File: src/rtl/sat_pkg.sv
package sat_pkg;

  // Value of one bit position inside a slot, given the slot's word.
  function automatic logic slot_bit(input logic [31:0] w, input int len,
                                    input int pad, input logic lsb, input int pos);
    int off;
    int idx;
    off = pos - pad;
    if (off < 0 || off >= len) return 1'b0;
    idx = lsb ? off : (len - 1 - off);
    return w[idx[4:0]];
  endfunction

endpackage

File: src/rtl/sat_bitclk_gen.sv
module sat_bitclk_gen #(
  parameter int CLK_DIV = 2
) (
  input  logic clk,
  input  logic rst,
  input  logic run,
  input  logic idle_high,
  output logic bclk,
  output logic launch
);
  localparam int DIV_W = (CLK_DIV > 1) ? $clog2(CLK_DIV) : 1;

  logic tick;
  logic bclk_q;

  generate
    if (CLK_DIV == 1) begin : g_nodiv
      assign tick = run;
    end else begin : g_div
      logic [DIV_W-1:0] div_q;
      always_ff @(posedge clk) begin
        if (rst || !run || div_q == DIV_W'(CLK_DIV - 1)) div_q <= '0;
        else div_q <= div_q + 1'b1;
      end
      assign tick = run && (div_q == DIV_W'(CLK_DIV - 1));
    end
  endgenerate

  // The first toggle away from the idle level is always a launch edge.
  assign launch = tick && (bclk_q == idle_high);
  assign bclk   = bclk_q;

  always_ff @(posedge clk) begin
    if (rst)       bclk_q <= 1'b0;
    else if (!run) bclk_q <= idle_high;
    else if (tick) bclk_q <= ~bclk_q;
  end
endmodule

File: src/rtl/sat_slot_seq.sv
module sat_slot_seq #(
  parameter int SLOT_BITS      = 32,
  parameter int MAX_SLOTS      = 8,
  parameter int STARTUP_FRAMES = 2
) (
  input  logic                          clk,
  input  logic                          rst,
  input  logic                          run,
  input  logic                          single,
  input  logic                          launch,
  output logic [$clog2(MAX_SLOTS)-1:0]  slot_idx,
  output logic [$clog2(SLOT_BITS)-1:0]  bit_idx,
  output logic                          in_startup
);
  localparam int SLOT_W = $clog2(MAX_SLOTS);
  localparam int BIT_W  = $clog2(SLOT_BITS);
  localparam int SU_W   = $clog2(STARTUP_FRAMES + 2);

  logic [SLOT_W-1:0] slot_q;
  logic [BIT_W-1:0]  bit_q;
  logic [SU_W-1:0]   su_q;
  logic [SLOT_W-1:0] last_slot;

  assign last_slot  = single ? SLOT_W'(MAX_SLOTS - 1) : SLOT_W'(1);
  assign slot_idx   = slot_q;
  assign bit_idx    = bit_q;
  assign in_startup = (su_q < SU_W'(STARTUP_FRAMES));

  always_ff @(posedge clk) begin
    if (rst || !run) begin
      slot_q <= '0;
      bit_q  <= '0;
      su_q   <= '0;
    end else if (launch) begin
      if (bit_q == BIT_W'(SLOT_BITS - 1)) begin
        bit_q <= '0;
        if (slot_q == last_slot) begin
          slot_q <= '0;
          if (in_startup) su_q <= su_q + 1'b1;
        end else begin
          slot_q <= slot_q + 1'b1;
        end
      end else begin
        bit_q <= bit_q + 1'b1;
      end
    end
  end
endmodule

File: src/rtl/sat_word_pick.sv
module sat_word_pick #(
  parameter int MAX_SLOTS = 8,
  parameter int MAX_WORD  = 24,
  parameter int SLOT_W    = 3,
  parameter int BIT_W     = 5
) (
  input  logic                 clk,
  input  logic                 rst,
  input  logic                 run,
  input  logic                 launch,
  input  logic                 in_startup,
  input  logic                 single,
  input  logic [MAX_SLOTS-1:0] mask,
  input  logic [SLOT_W-1:0]    slot_idx,
  input  logic [BIT_W-1:0]     bit_idx,
  input  logic                 s_valid,
  input  logic [MAX_WORD-1:0]  s_data,
  output logic                 s_ready,
  input  logic                 uf_clr,
  output logic                 underflow,
  output logic [MAX_WORD-1:0]  cur_word,
  output logic                 slot_active
);
  logic [MAX_WORD-1:0] word_q;
  logic [MAX_WORD-1:0] new_word;
  logic                uf_q;
  logic                slot_en;
  logic                consume;
  logic                slot_start;

  // Two-channel: any of bits 1:0 enables both slots; the slot's own bit decides
  // whether it takes a fresh sample or repeats the held one.
  always_comb begin
    if (single) begin
      slot_en = mask[slot_idx];
      consume = mask[slot_idx];
    end else begin
      slot_en = |mask[1:0];
      consume = mask[slot_idx[0]];
    end
  end

  assign slot_start  = launch && (bit_idx == '0) && !in_startup;
  assign s_ready     = slot_start && consume;
  assign new_word    = consume ? (s_valid ? s_data : '0) : word_q;
  assign cur_word    = (bit_idx == '0) ? new_word : word_q;
  assign slot_active = slot_en && !in_startup;
  assign underflow   = uf_q;

  always_ff @(posedge clk) begin
    if (rst || !run) word_q <= '0;
    else if (s_ready) word_q <= new_word;
  end

  // A new miss wins over a clear in the same cycle.
  always_ff @(posedge clk) begin
    if (rst) uf_q <= 1'b0;
    else if (s_ready && !s_valid) uf_q <= 1'b1;
    else if (uf_clr) uf_q <= 1'b0;
  end
endmodule

File: src/rtl/serial_audio_tx.sv
module serial_audio_tx #(
  parameter int CLK_DIV        = 2,
  parameter int SLOT_BITS      = 32,
  parameter int MAX_SLOTS      = 8,
  parameter int MAX_WORD       = 24,
  parameter int STARTUP_FRAMES = 2
) (
  input  logic                            clk,
  input  logic                            rst,
  input  logic                            run,
  input  logic                            cfg_single_phase,
  input  logic [MAX_SLOTS-1:0]            cfg_chan_mask,
  input  logic [$clog2(MAX_WORD+1)-1:0]   cfg_word_len,
  input  logic [$clog2(SLOT_BITS)-1:0]    cfg_pad_before,
  input  logic                            cfg_ws_invert,
  input  logic                            cfg_lsb_first,
  input  logic                            s_valid,
  input  logic [MAX_WORD-1:0]             s_data,
  output logic                            s_ready,
  input  logic                            underflow_clr,
  output logic                            underflow,
  output logic                            bclk,
  output logic                            ws,
  output logic                            sd
);
  localparam int SLOT_W = $clog2(MAX_SLOTS);
  localparam int BIT_W  = $clog2(SLOT_BITS);

  logic              launch;
  logic [SLOT_W-1:0] slot_idx;
  logic [BIT_W-1:0]  bit_idx;
  logic              in_startup;
  logic [MAX_WORD-1:0] cur_word;
  logic              slot_active;
  logic              bit_val;
  logic              ws_int;
  logic              sd_q;
  logic              ws_q;

  sat_bitclk_gen #(.CLK_DIV(CLK_DIV)) u_clk (
    .clk(clk), .rst(rst), .run(run), .idle_high(!cfg_single_phase),
    .bclk(bclk), .launch(launch)
  );

  sat_slot_seq #(
    .SLOT_BITS(SLOT_BITS), .MAX_SLOTS(MAX_SLOTS), .STARTUP_FRAMES(STARTUP_FRAMES)
  ) u_seq (
    .clk(clk), .rst(rst), .run(run), .single(cfg_single_phase), .launch(launch),
    .slot_idx(slot_idx), .bit_idx(bit_idx), .in_startup(in_startup)
  );

  sat_word_pick #(
    .MAX_SLOTS(MAX_SLOTS), .MAX_WORD(MAX_WORD), .SLOT_W(SLOT_W), .BIT_W(BIT_W)
  ) u_pick (
    .clk(clk), .rst(rst), .run(run), .launch(launch), .in_startup(in_startup),
    .single(cfg_single_phase), .mask(cfg_chan_mask), .slot_idx(slot_idx),
    .bit_idx(bit_idx), .s_valid(s_valid), .s_data(s_data), .s_ready(s_ready),
    .uf_clr(underflow_clr), .underflow(underflow), .cur_word(cur_word),
    .slot_active(slot_active)
  );

  assign bit_val = slot_active &&
                   sat_pkg::slot_bit(32'(cur_word), int'(cfg_word_len), int'(cfg_pad_before),
                                     cfg_lsb_first, int'(bit_idx));
  assign ws_int  = cfg_single_phase ? (slot_idx == '0 && bit_idx == '0) : (slot_idx == '0);

  always_ff @(posedge clk) begin
    if (rst || !run) begin
      sd_q <= 1'b0;
      ws_q <= 1'b0;
    end else if (launch) begin
      sd_q <= bit_val;
      ws_q <= ws_int ^ cfg_ws_invert;
    end
  end

  assign sd = sd_q;
  assign ws = ws_q;
endmodule

File: config.mk
export PLATFORM = sky130hd
export DESIGN_NAME = serial_audio_tx
export DESIGN_NICKNAME = d
export VERILOG_FILES = /design/src/rtl/sat_pkg.sv /design/src/rtl/sat_bitclk_gen.sv /design/src/rtl/sat_slot_seq.sv /design/src/rtl/sat_word_pick.sv /design/src/rtl/serial_audio_tx.sv
export SDC_FILE = /design/constraint.sdc
export NUM_CORES = 1
export LEC_CHECK = 0
export BUFFER_PORTS_ARGS = -buffer_cell sky130_fd_sc_hd__buf_2
export CORE_ASPECT_RATIO = 1.75
export CORE_MARGIN = 5
export CORE_UTILIZATION = 45
export CTS_BUF_LIST = sky130_fd_sc_hd__clkbuf_4 sky130_fd_sc_hd__clkbuf_8 sky130_fd_sc_hd__clkbuf_16
export DETAILED_ROUTE_END_ITERATION = 10
export PLACE_DENSITY = 0.68
export SKIP_LAST_GASP = 1
export SLEW_MARGIN = 20
export SYNTH_ARGS = -nofsm -noshare
export SYNTH_HDL_FRONTEND = slang
export SYNTH_SLANG_ARGS = --single-unit
File: constraint.sdc
create_clock -name clk -period 7.2 [get_ports clk]
set_input_delay 0 -clock clk [delete_from_list [all_inputs] [get_ports clk]]
set_output_delay 0 -clock clk [all_outputs]
set_load 0.01 [all_outputs]
==> impl_metrics.json, run 1 <==
{
  "fmax_mhz": 239.2,
  "hpwl_mm": 5.667,
  "h-tree-depth": 2,
  "cp.required_ns": 7.45,
  "die_width_um": 69.24,
  "core_mm2": 0.005926,
  "ioPinCount": 55,
  "drtIter0Drc": 231,
  "status": "complete, no violations",
  "antenna_found_initial": 0,
  "route.detailed.drc": 0,
  "clockRootBuffer": "clkbuf_8",
  "worst_pin_slew_ns": 1.092,
  "antenna_left": 0,
  "first_pass_iters": 4,
  "ys_warn_count": 0,
  "vias": 2895,
  "cp-start-kind": "flip-flop",
  "synth_area_mm2": 0.002764,
  "syn2layout_area_growth_pct": 22.45,
  "grt_max_degree": 39,
  "start_util": 0.4664,
  "power_w": 0.0005074,
  "wl_mm": 7.671,
  "max_cap_violations": 0,
  "cts_buffers": 5,
  "synthFlopType": "dfxtp_1",
  "rrSetupSlack_ns": 3.02,
  "ys_types": 51,
  "layout_commonest_cell": "buf_2",
  "die-area_mm2": 0.007871,
  "diodes": 0,
  "holdWs_ns": 0.007690,
  "grt_pass1_vias": 2847,
  "clk_latency_ns": 0.30,
  "grt_pass1_wl_mm": 12.88,
  "cts_max_path_buffers": 2,
  "ys_seq_area_frac": 0.2825,
  "cts_tree": "done",
  "crit_fanout": 13,
  "setup_tns_ns": 0,
  "final_max_slew_viol_count": 0,
  "cts.clk_slew.worst_paths_ns": 0.08,
  "syn-num-nets": 436,
  "slew_headroom": 0.2717,
  "finClkSkew_ns": 0.007673,
  "routabilityCongestion": 0.8360,
  "post_drt_wl_per_cell_um": 14.98,
  "finalSetupViolations": 0,
  "layout-drive-gt1-share": 0.1705,
  "grt_use_total": 0.1985,
  "rsz0062_at_grt": "false",
  "die_h_um": 113.7,
  "layout.nets": 503,
  "grt-ovfl-total": 0,
  "synth_seq_cells": 39,
  "synth_cells": 366,
  "async_reset_ff_frac": 0,
  "powerDensity_mw_per_mm2": 149.9,
  "end_kind": "flip-flop",
  "synth_edf_count": 0,
  "port_buffers": 54,
  "hold_path.class": "input pin to flip-flop",
  "final_cell_mix": "54 x buf_2, 42 x a21oi_1, 39 x nand2_1, 39 x dfxtp_1, 37 x nor2_1",
  "cts.sinks": 39,
  "cp.arrival_ns": 4.43,
  "worstSetupPathType": "flip-flop to flip-flop",
  "rows": 37,
  "cts_setup_buffers": 0,
  "hold_violations": 0,
  "p_leak_nw": 1.346,
  "syn_area_per_cell_um2": 7.552,
  "fin_crit_ns": 4.181,
  "vias_per_cell": 5.654,
  "period_share": 0.5807,
  "peakVddDrop_uv": 94.97
}
-- cell families after synthesis --
group           synth area share
mux                      0.03395
flops                     0.2825
xor+xnor                 0.03486
compound gates            0.2490
simple gates              0.2336
fa+ha+maj                0.09597
buf+inv                  0.07017
-- flip-flops by register name (all words and copies together), names as in the netlist --
signal,cells
u_seq.su_q,2
u_pick.underflow,1
u_clk.bclk,1
u_seq.slot_idx,3
sd,1
u_clk.g_div.div_q,1
ws,1
u_pick.word_q,24
u_seq.bit_idx,5
-- final timing paths --
check / start / to / cells after the start
worst max register to register: u_seq.bit_idx[0] / sd / 13
worst max-delay path: u_seq.bit_idx[0] / sd / 13
worst min-delay path: s_data[5] / u_pick.word_q[5] / 3
worst min register to register: u_pick.word_q[12] / u_pick.word_q[12] / 2
-- metal layers --
metal  vias to the layer above  GRT usage  routed length, µm
met2                        74     0.3801               4215
li1                       1445          -                  -
met3                        26    0.04056                296
met4                         0    0.09387                254
met5                         -          0                  0
met1                      1350     0.2013               2905
-- where the power goes --
group          switching [W]  internal, W  total (W)
clock              0.0000811    0.0000716   0.000153
sequential       0.000000904     0.000216   0.000217
combinational      0.0000769    0.0000606   0.000137
-- cell type report --
type | count | area [µm²]
fillers | 601 | 2541
repair buffers | 81 | 538.0
well taps | 78 | 97.59
inverters | 24 | 90.09
clock inverters | 2 | 12.51
flip-flops and latches | 39 | 780.7
clock buffers | 6 | 76.32
multi-input cells | 282 | 1789
-- critical path, stage by stage, from the launching register on --
cell and delay [ns]:
dfxtp_1 0.42, inv_1 0.09, ha_1 0.19, inv_1 0.07, fa_1 0.54, fa_1 0.71
nor2_1 0.07, a32oi_1 0.75, o22ai_1 0.19, o21ai_0 0.25, o211ai_2 0.11, or4_4 0.53
o211ai_2 0.07, a31o_1 0.16
-- what timing repair did --
| action | CTS | global route |
|---|---|---|
| resized for setup | 0 | 0 |
| endpoints found under the hold margin | 25 | 0 |
| hold buffers | 26 | 0 |
-- cell usage after synthesis, drive strengths merged (2+ instances only) --
cell / number / area [µm²]
a211o: 3 / 26.28
a211oi: 7 / 52.55
a21o: 2 / 15.01
a21oi: 42 / 210.2
a31oi: 5 / 31.28
a32oi: 4 / 35.03
and3: 3 / 18.77
buf: 12 / 70.07
clkbuf: 9 / 33.78
dfxtp: 39 / 780.8
fa: 2 / 40.04
ha: 18 / 225.2
inv: 24 / 90.08
mux2i: 6 / 60.06
nand2: 39 / 146.4
nand2b: 4 / 25.02
nand3: 29 / 150.1
nor2: 37 / 138.9
nor2b: 2 / 20.02
nor3: 7 / 35.03
nor3b: 3 / 22.52
nor4: 3 / 18.77
nor4b: 2 / 17.52
o211ai: 2 / 25.02
o21ai: 18 / 90.09
o221ai: 4 / 52.56
o22ai: 10 / 62.56
o31ai: 2 / 15.01
or3: 2 / 12.51
or4: 3 / 26.27
xnor2: 3 / 26.28
xor2: 8 / 70.07
-- through the flow --
| stage | instance area [µm²] | instances | utilization | setup slack [ns] |
|---|---|---|---|---|
| 5_1_grt | 3385 | 512 | 0.5712 | 2.703 |
| 4_1_cts | 3385 | 512 | 0.5712 | 3.027 |
| 3_5_place_dp | 3035 | 478 | 0.5122 | 3.034 |
| 2_1_floorplan | 2764 | 366 | - | 3.629 |
| 6_report | 3385 | 512 | 0.5712 | 3.019 |
| 3_3_place_gp | 3035 | 478 | 0.5122 | 3.197 |
Note: power is estimated with default switching activity, not from simulation.
==> run 2: changes to the inputs <==
--- a/config.mk
+++ b/config.mk
@@ -5,13 +5,14 @@
 export SDC_FILE = /design/constraint.sdc
 export NUM_CORES = 1
 export LEC_CHECK = 0
+export ABC_AREA = 1
 export BUFFER_PORTS_ARGS = -buffer_cell sky130_fd_sc_hd__buf_2
 export CORE_ASPECT_RATIO = 1.75
 export CORE_MARGIN = 5
 export CORE_UTILIZATION = 45
 export CTS_BUF_LIST = sky130_fd_sc_hd__clkbuf_4 sky130_fd_sc_hd__clkbuf_8 sky130_fd_sc_hd__clkbuf_16
 export DETAILED_ROUTE_END_ITERATION = 10
-export PLACE_DENSITY = 0.68
+export PLACE_DENSITY = 0.67
 export SKIP_LAST_GASP = 1
 export SLEW_MARGIN = 20
 export SYNTH_ARGS = -nofsm -noshare
==> constraint.sdc (replaced) <==
create_clock -name clk -period 3.89 [get_ports clk]
set_input_delay 0 -clock clk [delete_from_list [all_inputs] [get_ports clk]]
set_output_delay 0 -clock clk [all_outputs]
set_load 0.01 [all_outputs]
==> run 2 against run 1 <==
Compared with the run above:
- count of clock-buffer cells in the layout unchanged
- combinational power rose by 96%
- global-route usage hardly changed
- sequential share of layout area down 1.6 points
- clock skew fell by 0.0024 ns
- utilization shrank 4.4 points
- register-to-register slack got worse by 2.3 ns
- sequential cell count stayed put
- routed wire length grew 9.2%
- non-clock buffer count decreased by 19
==> impl_metrics.json, run 2 <==
{
  "rrSetupSlack_ns": 0.76,
  "layout_commonest_cell": "nand2_1",
  "routabilityCongestion": 0.8153,
  "post_drt_wl_per_cell_um": 13.34,
  "cp_top_family": "buffers and inverters",
  "dp_cells": 616,
  "drtIter0Drc": 288,
  "antenna_found_initial": 0,
  "yosys.area.top_type": "dfxtp_1",
  "slowest_delay_ns": 0.58,
  "status": "complete, no violations",
  "rsz0062_at_grt": "false",
  "crit_fanout": 50,
  "worst_r2r_endpoint": "u_pick.underflow",
  "first_pass_iters": 4,
  "clockRootBuffer": "clkbuf_16",
  "cts_setup_buffers": 0,
  "hp-start": "s_data[8]",
  "core_mm2": 0.006907,
  "die_h_um": 121.3,
  "worstSetupPathType": "flip-flop to flip-flop",
  "synth_seq_cells": 39,
  "grt_max_degree": 51,
  "die_width_um": 73.59,
  "cp.required_ns": 4.12,
  "h-tree-depth": 2,
  "synth_area_mm2": 0.003184,
  "finClkSkew_ns": 0.005237,
  "cts.sinks": 39,
  "setup_tns_ns": 0,
  "die-area_mm2": 0.008925,
  "holdWs_ns": 0.004573,
  "layout-drive-gt1-share": 0.1563,
  "cp-start-kind": "flip-flop",
  "hold_depth": 3,
  "syn_area_per_cell_um2": 6.394,
  "p_leak_nw": 1.853,
  "synth_cells": 498,
  "start_util": 0.4611,
  "worst_slack_ns": 0.7593,
  "end_kind": "flip-flop",
  "grt_pass1_wl_mm": 14.10,
  "slew_headroom": 0.6590,
  "fin_cells": 628,
  "clk_latency_ns": 0.29,
  "reg2reg_depth": 10,
  "hold_path_end": "u_pick.word_q[8]",
  "fin_crit_ns": 3.131,
  "hold_violations": 0,
  "place_ws_ns": 0.9762,
  "power_w": 0.001089,
  "syn-num-nets": 568,
  "async_reset_ff_frac": 0,
  "r2r_start": "u_seq.bit_idx[1]",
  "rows": 40,
  "grt-ovfl-total": 0,
  "ys_types": 35,
  "critical-path-slowest-cell": "dlygate4sd3_1",
  "syn2layout_area_growth_pct": 14.30,
  "synthFlopType": "dfxtp_1",
  "critPathLaunch": "u_seq.bit_idx[1]",
  "cts.hold.buffers_added": 4,
  "vias": 3298,
  "antenna_left": 0,
  "final_cell_mix": "115 x nand2_1, 66 x nand3_1, 61 x inv_1",
  "wl_mm": 8.380,
  "vias_per_cell": 5.252,
  "multi_input_area_mm2": 0.002032,
  "path_buf_inv": 5,
  "synth_top_area_share": 0.2452,
  "fmax_mhz": 319.4,
  "peakVddDrop_uv": 206.9,
  "post_cts_resized": 0,
  "cp.arrival_ns": 3.36,
  "synthTopCellsByCount": "115 x nand2_1, 66 x nand3_1, 61 x inv_1, 40 x a21oi_1",
  "ys_warn_count": 0,
  "diodes": 0,
  "largest_register_ffs": 24,
  "n_fill_cell": 715,
  "crit_chain": "inv_1 > ha_1 > and3_1 > buf_4 > inv_1 > nor4_4 > buf_4 > nand2_1 > a21oi_1 > dlygate4sd3_1",
  "max_cap_violations": 0,
  "cts_tree": "done",
  "route.detailed.drc": 0,
  "hold_path.class": "input pin to flip-flop",
  "cts_buffers": 5,
  "finalSetupViolations": 0,
  "ys_seq_area_frac": 0.2452,
  "grt_pass1_vias": 3198,
  "synth_edf_count": 0,
  "hpwl_mm": 6.181,
  "period_share": 0.8048,
  "synthTopCellsByArea": "dfxtp_1 25%, nand2_1 14%, nand3_1 10%",
  "final_max_slew_viol_count": 0,
  "port_buffers": 54,
  "cts_max_path_buffers": 2,
  "ioPinCount": 55,
  "synthMostInstantiatedCell": "nand2_1",
  "layout.nets": 613,
  "regArea_um2": 780.7,
  "grt_use_total": 0.1990,
  "max_flop_register": "u_pick.word_q",
  "cts.clk_slew.worst_paths_ns": 0.06,
  "powerDensity_mw_per_mm2": 299.2,
  "worst_pin_slew_ns": 0.5116
}
## run 2: worst max-delay path by stage
stage	to	slack (ns)	cells after the start
2_1_floorplan	sd	1.29	14
3_3_place_gp	sd	1.14	14
3_5_place_dp	sd	0.98	13
4_1_cts	u_pick.underflow	0.80	10
5_1_grt	u_pick.underflow	0.50	10
6_report	u_pick.underflow	0.76	10
## run 2: kinds of logic after synthesis
logic type               after synthesis  share of synthesized area
AND/OR/NAND/NOR                      244                     0.3591
AO/OA/AOI/OAI                         97                     0.1654
buffers and inverters                 87                     0.1167
flip-flops                            39                     0.2452
adder cells (fa/ha/maj)               20                    0.08330
XOR/XNOR                              11                    0.03026
## run 2: through the flow
stage,area (µm²),util
after detailed placement,3455,0.5002
after global routing,3640,0.5270
after CTS,3640,0.5270
final,3640,0.5270
after floorplan,3184,-
after global placement,3455,0.5002
## run 2: final cells by class
class / count / area share
multi-input combinational: 372 / 0.5583
sequential: 39 / 0.2145
timing repair buffer: 62 / 0.09350
inverter: 63 / 0.06497
clock buffer: 6 / 0.03644
tap: 84 / 0.02888
clock inverter: 2 / 0.003438
## run 2: per-layer routing
layer	up-vias	track usage	routed length (µm)
met5	-	0	0
met4	0	0.08957	218
met3	20	0.03814	363
met2	68	0.3739	4627
met1	1494	0.2022	3169
li1	1716	-	-
## run 2: worst register-to-register path, stage by stage (launching register included)
cell           delay, ns
dfxtp_1             0.37
inv_1               0.10
ha_1                0.16
and3_1              0.15
buf_4               0.36
inv_1               0.34
nor4_4              0.31
buf_4               0.44
nand2_1             0.10
a21oi_1             0.15
dlygate4sd3_1       0.58
## run 2: report_power, final
group          internal [W]  total (W)  switching [W]  leakage (nW)
registers          0.000401   0.000404     0.00000222         0.315
logic              0.000103   0.000269       0.000166          1.47
clock network      0.000244   0.000416       0.000173        0.0703
total              0.000748    0.00109       0.000341          1.85
==> run 3: changes to the inputs <==
--- a/config.mk
+++ b/config.mk
@@ -12,7 +12,7 @@
 export CORE_UTILIZATION = 45
 export CTS_BUF_LIST = sky130_fd_sc_hd__clkbuf_4 sky130_fd_sc_hd__clkbuf_8 sky130_fd_sc_hd__clkbuf_16
 export DETAILED_ROUTE_END_ITERATION = 10
-export PLACE_DENSITY = 0.67
+export PLACE_DENSITY = 0.7
 export SKIP_LAST_GASP = 1
 export SLEW_MARGIN = 20
 export SYNTH_ARGS = -nofsm -noshare
==> constraint.sdc (replaced) <==
create_clock -name clk -period 2.6 [get_ports clk]
set_input_delay 0 -clock clk [delete_from_list [all_inputs] [get_ports clk]]
set_output_delay 0 -clock clk [all_outputs]
set_load 0.01 [all_outputs]
==> run 3 against run 2 <==
Compared with the run above:
- via count up 2.6%
- critical endpoint is now sd
- clock power up 76%
- non-clock buffer count up 14
- die area unchanged
- sequential share of layout area down 1.6 points
- highest routed layer unchanged
- global-route usage up 0.28 points
- critical path depth up 2
- worst setup slack worse by 0.72 ns
- clock skew down 0.0013 ns
- maximum frequency up 22%
- total power up 68%
==> impl_metrics.json, run 3 (synthesis gave the netlist of run 2 again) <==
{
  "crit_chain": "inv_2 > ha_4 > inv_2 > fa_2 > fa_2 > a21oi_2 > o21ai_2 > a2111oi_2 > o211ai_1 > a21oi_2 > nand2_1 > a21oi_2",
  "routabilityCongestion": 0.8877,
  "cp.required_ns": 2.83,
  "rsz0062_at_grt": "true",
  "clk_latency_ns": 0.29,
  "start_util": 0.4611,
  "powerDensity_mw_per_mm2": 462.6,
  "hold_path.class": "input pin to flip-flop",
  "route.detailed.drc": 0,
  "status": "complete, no violations",
  "cp.arrival_ns": 2.79,
  "die_width_um": 73.59,
  "fmax_mhz": 390.9,
  "hold_violations": 0,
  "peakVddDrop_uv": 237.1,
  "setup_tns_ns": 0,
  "slew_headroom": 0.6653,
  "cp_top_family": "adder cells",
  "regArea_um2": 784.5,
  "holdWs_ns": 0.002036,
  "period_share": 0.9839,
  "post_drt_wl_per_cell_um": 13.51,
  "core_mm2": 0.006907,
  "crit_fanout": 3,
  "grt_use_total": 0.2019,
  "finalInstanceArea_mm2": 0.003956,
  "dpl_cell_area_mm2": 0.003546,
  "first_pass_iters": 4,
  "path_buf_inv": 2,
  "fin_crit_ns": 2.558,
  "die-area_mm2": 0.008925,
  "layout.nets": 627,
  "cp_num_cells": 12,
  "wl_mm": 8.674,
  "finalSetupViolations": 0,
  "diodes": 0,
  "p_leak_nw": 1.951,
  "finClkSkew_ns": 0.003904,
  "worstSetupPathType": "flip-flop to flip-flop",
  "multi_input_area_mm2": 0.002192,
  "layout_commonest_cell": "nand2_1",
  "cts_tree": "done",
  "ioPinCount": 55,
  "hold_depth": 3,
  "h-tree-depth": 2,
  "reg2reg_depth": 12,
  "antenna_left": 0,
  "cts.clk_slew.worst_paths_ns": 0.06,
  "layout-drive-gt1-share": 0.2401,
  "syn2layout_area_growth_pct": 24.24,
  "max_cap_violations": 0,
  "worst_pin_slew_ns": 0.5020,
  "critical-path-slowest-cell": "fa_2",
  "cts.sinks": 39,
  "grt_max_degree": 51,
  "rows": 40,
  "port_buffers": 54,
  "n_fill_cell": 700,
  "clockRootBuffer": "clkbuf_16",
  "cpMostUsedCell": "a21oi_2",
  "grt_pass1_wl_mm": 14.36,
  "grt_pass1_vias": 3320,
  "cp-start-kind": "flip-flop",
  "final_core_util": 0.5728,
  "vias_per_cell": 5.269,
  "final_cell_mix": "114 x nand2_1, 61 x nand3_1, 56 x inv_1",
  "max_flop_register": "u_pick.word_q",
  "end_kind": "flip-flop",
  "slowest_delay_ns": 0.46,
  "grt-ovfl-total": 0,
  "cts_buffers": 5,
  "largest_register_ffs": 24,
  "cts_max_path_buffers": 2,
  "drtIter0Drc": 210,
  "final_max_slew_viol_count": 0,
  "antenna_found_initial": 0,
  "vias": 3383,
  "die_h_um": 121.3,
  "hpwl_mm": 6.112
}
[run 3: changes by cell type in the layout (fill, tap and decap cells not counted), moves of 3 or more]
cell and delta:
buf_4 +13, a21oi_1 -6, a21oi_2 +6, ha_1 -6, ha_4 +5, inv_1 -5
nand3_1 -5, inv_2 +4, nand3_2 +4, o21ai_0 -4, dfxtp_1 -3, dfxtp_2 +3
[run 3: metrics by stage]
stage	worst slack (ns)	instances	power [W]
after floorplan	0.009845	498	0.0009179
after global placement	-0.09772	626	0.001035
after detailed placement	-0.1632	626	0.001043
after CTS	-0.003229	639	0.001797
after global routing	-0.05713	642	0.001931
final	0.04176	642	0.001830
[run 3: power breakdown]
part | internal (W) | switching (W)
Combinational | 0.000204 | 0.000292
Clock | 0.000477 | 0.000253
Sequential | 0.000601 | 0.00000294
[run 3: cell type report]
type	count	area share
Tap cell	84	0.02657
Inverter	63	0.06072
Clock inverter	2	0.008855
Sequential cell	39	0.1983
Timing Repair Buffer	76	0.1164
Multi-Input combinational cell	372	0.5541
Clock buffer	6	0.03510
[run 3: path summary, 6_finish.rpt]
check / from / endpoint / slack (ns)
setup / recovery: u_seq.bit_idx[0] / sd / 0.04
hold / removal: s_data[14] / u_pick.word_q[14] / 0.002
setup reg to reg: u_seq.bit_idx[0] / sd / 0.04
hold reg to reg: u_clk.g_div.div_q / u_clk.g_div.div_q / 0.46
[run 3: repair_timing]
item,CTS,global route
resized for setup,17,26
pin swaps,7,13
setup endpoints to repair,1,2
hold buffers,2,0
hold endpoints to repair,2,0
buffers inserted,3,3
[run 3: worst min-delay path, stage by stage]
cell and delay, ns:
buf_2 0.10, nand3_2 0.07, a31oi_1 0.08
[run 3: layer usage]
layer	vias up	track usage	part of all wire
met4	0	0.1122	0.033
met1	1542	0.2175	0.40
li1	1747	-	-
met3	20	0.03317	0.041
met5	-	0	0
met2	74	0.3589	0.52
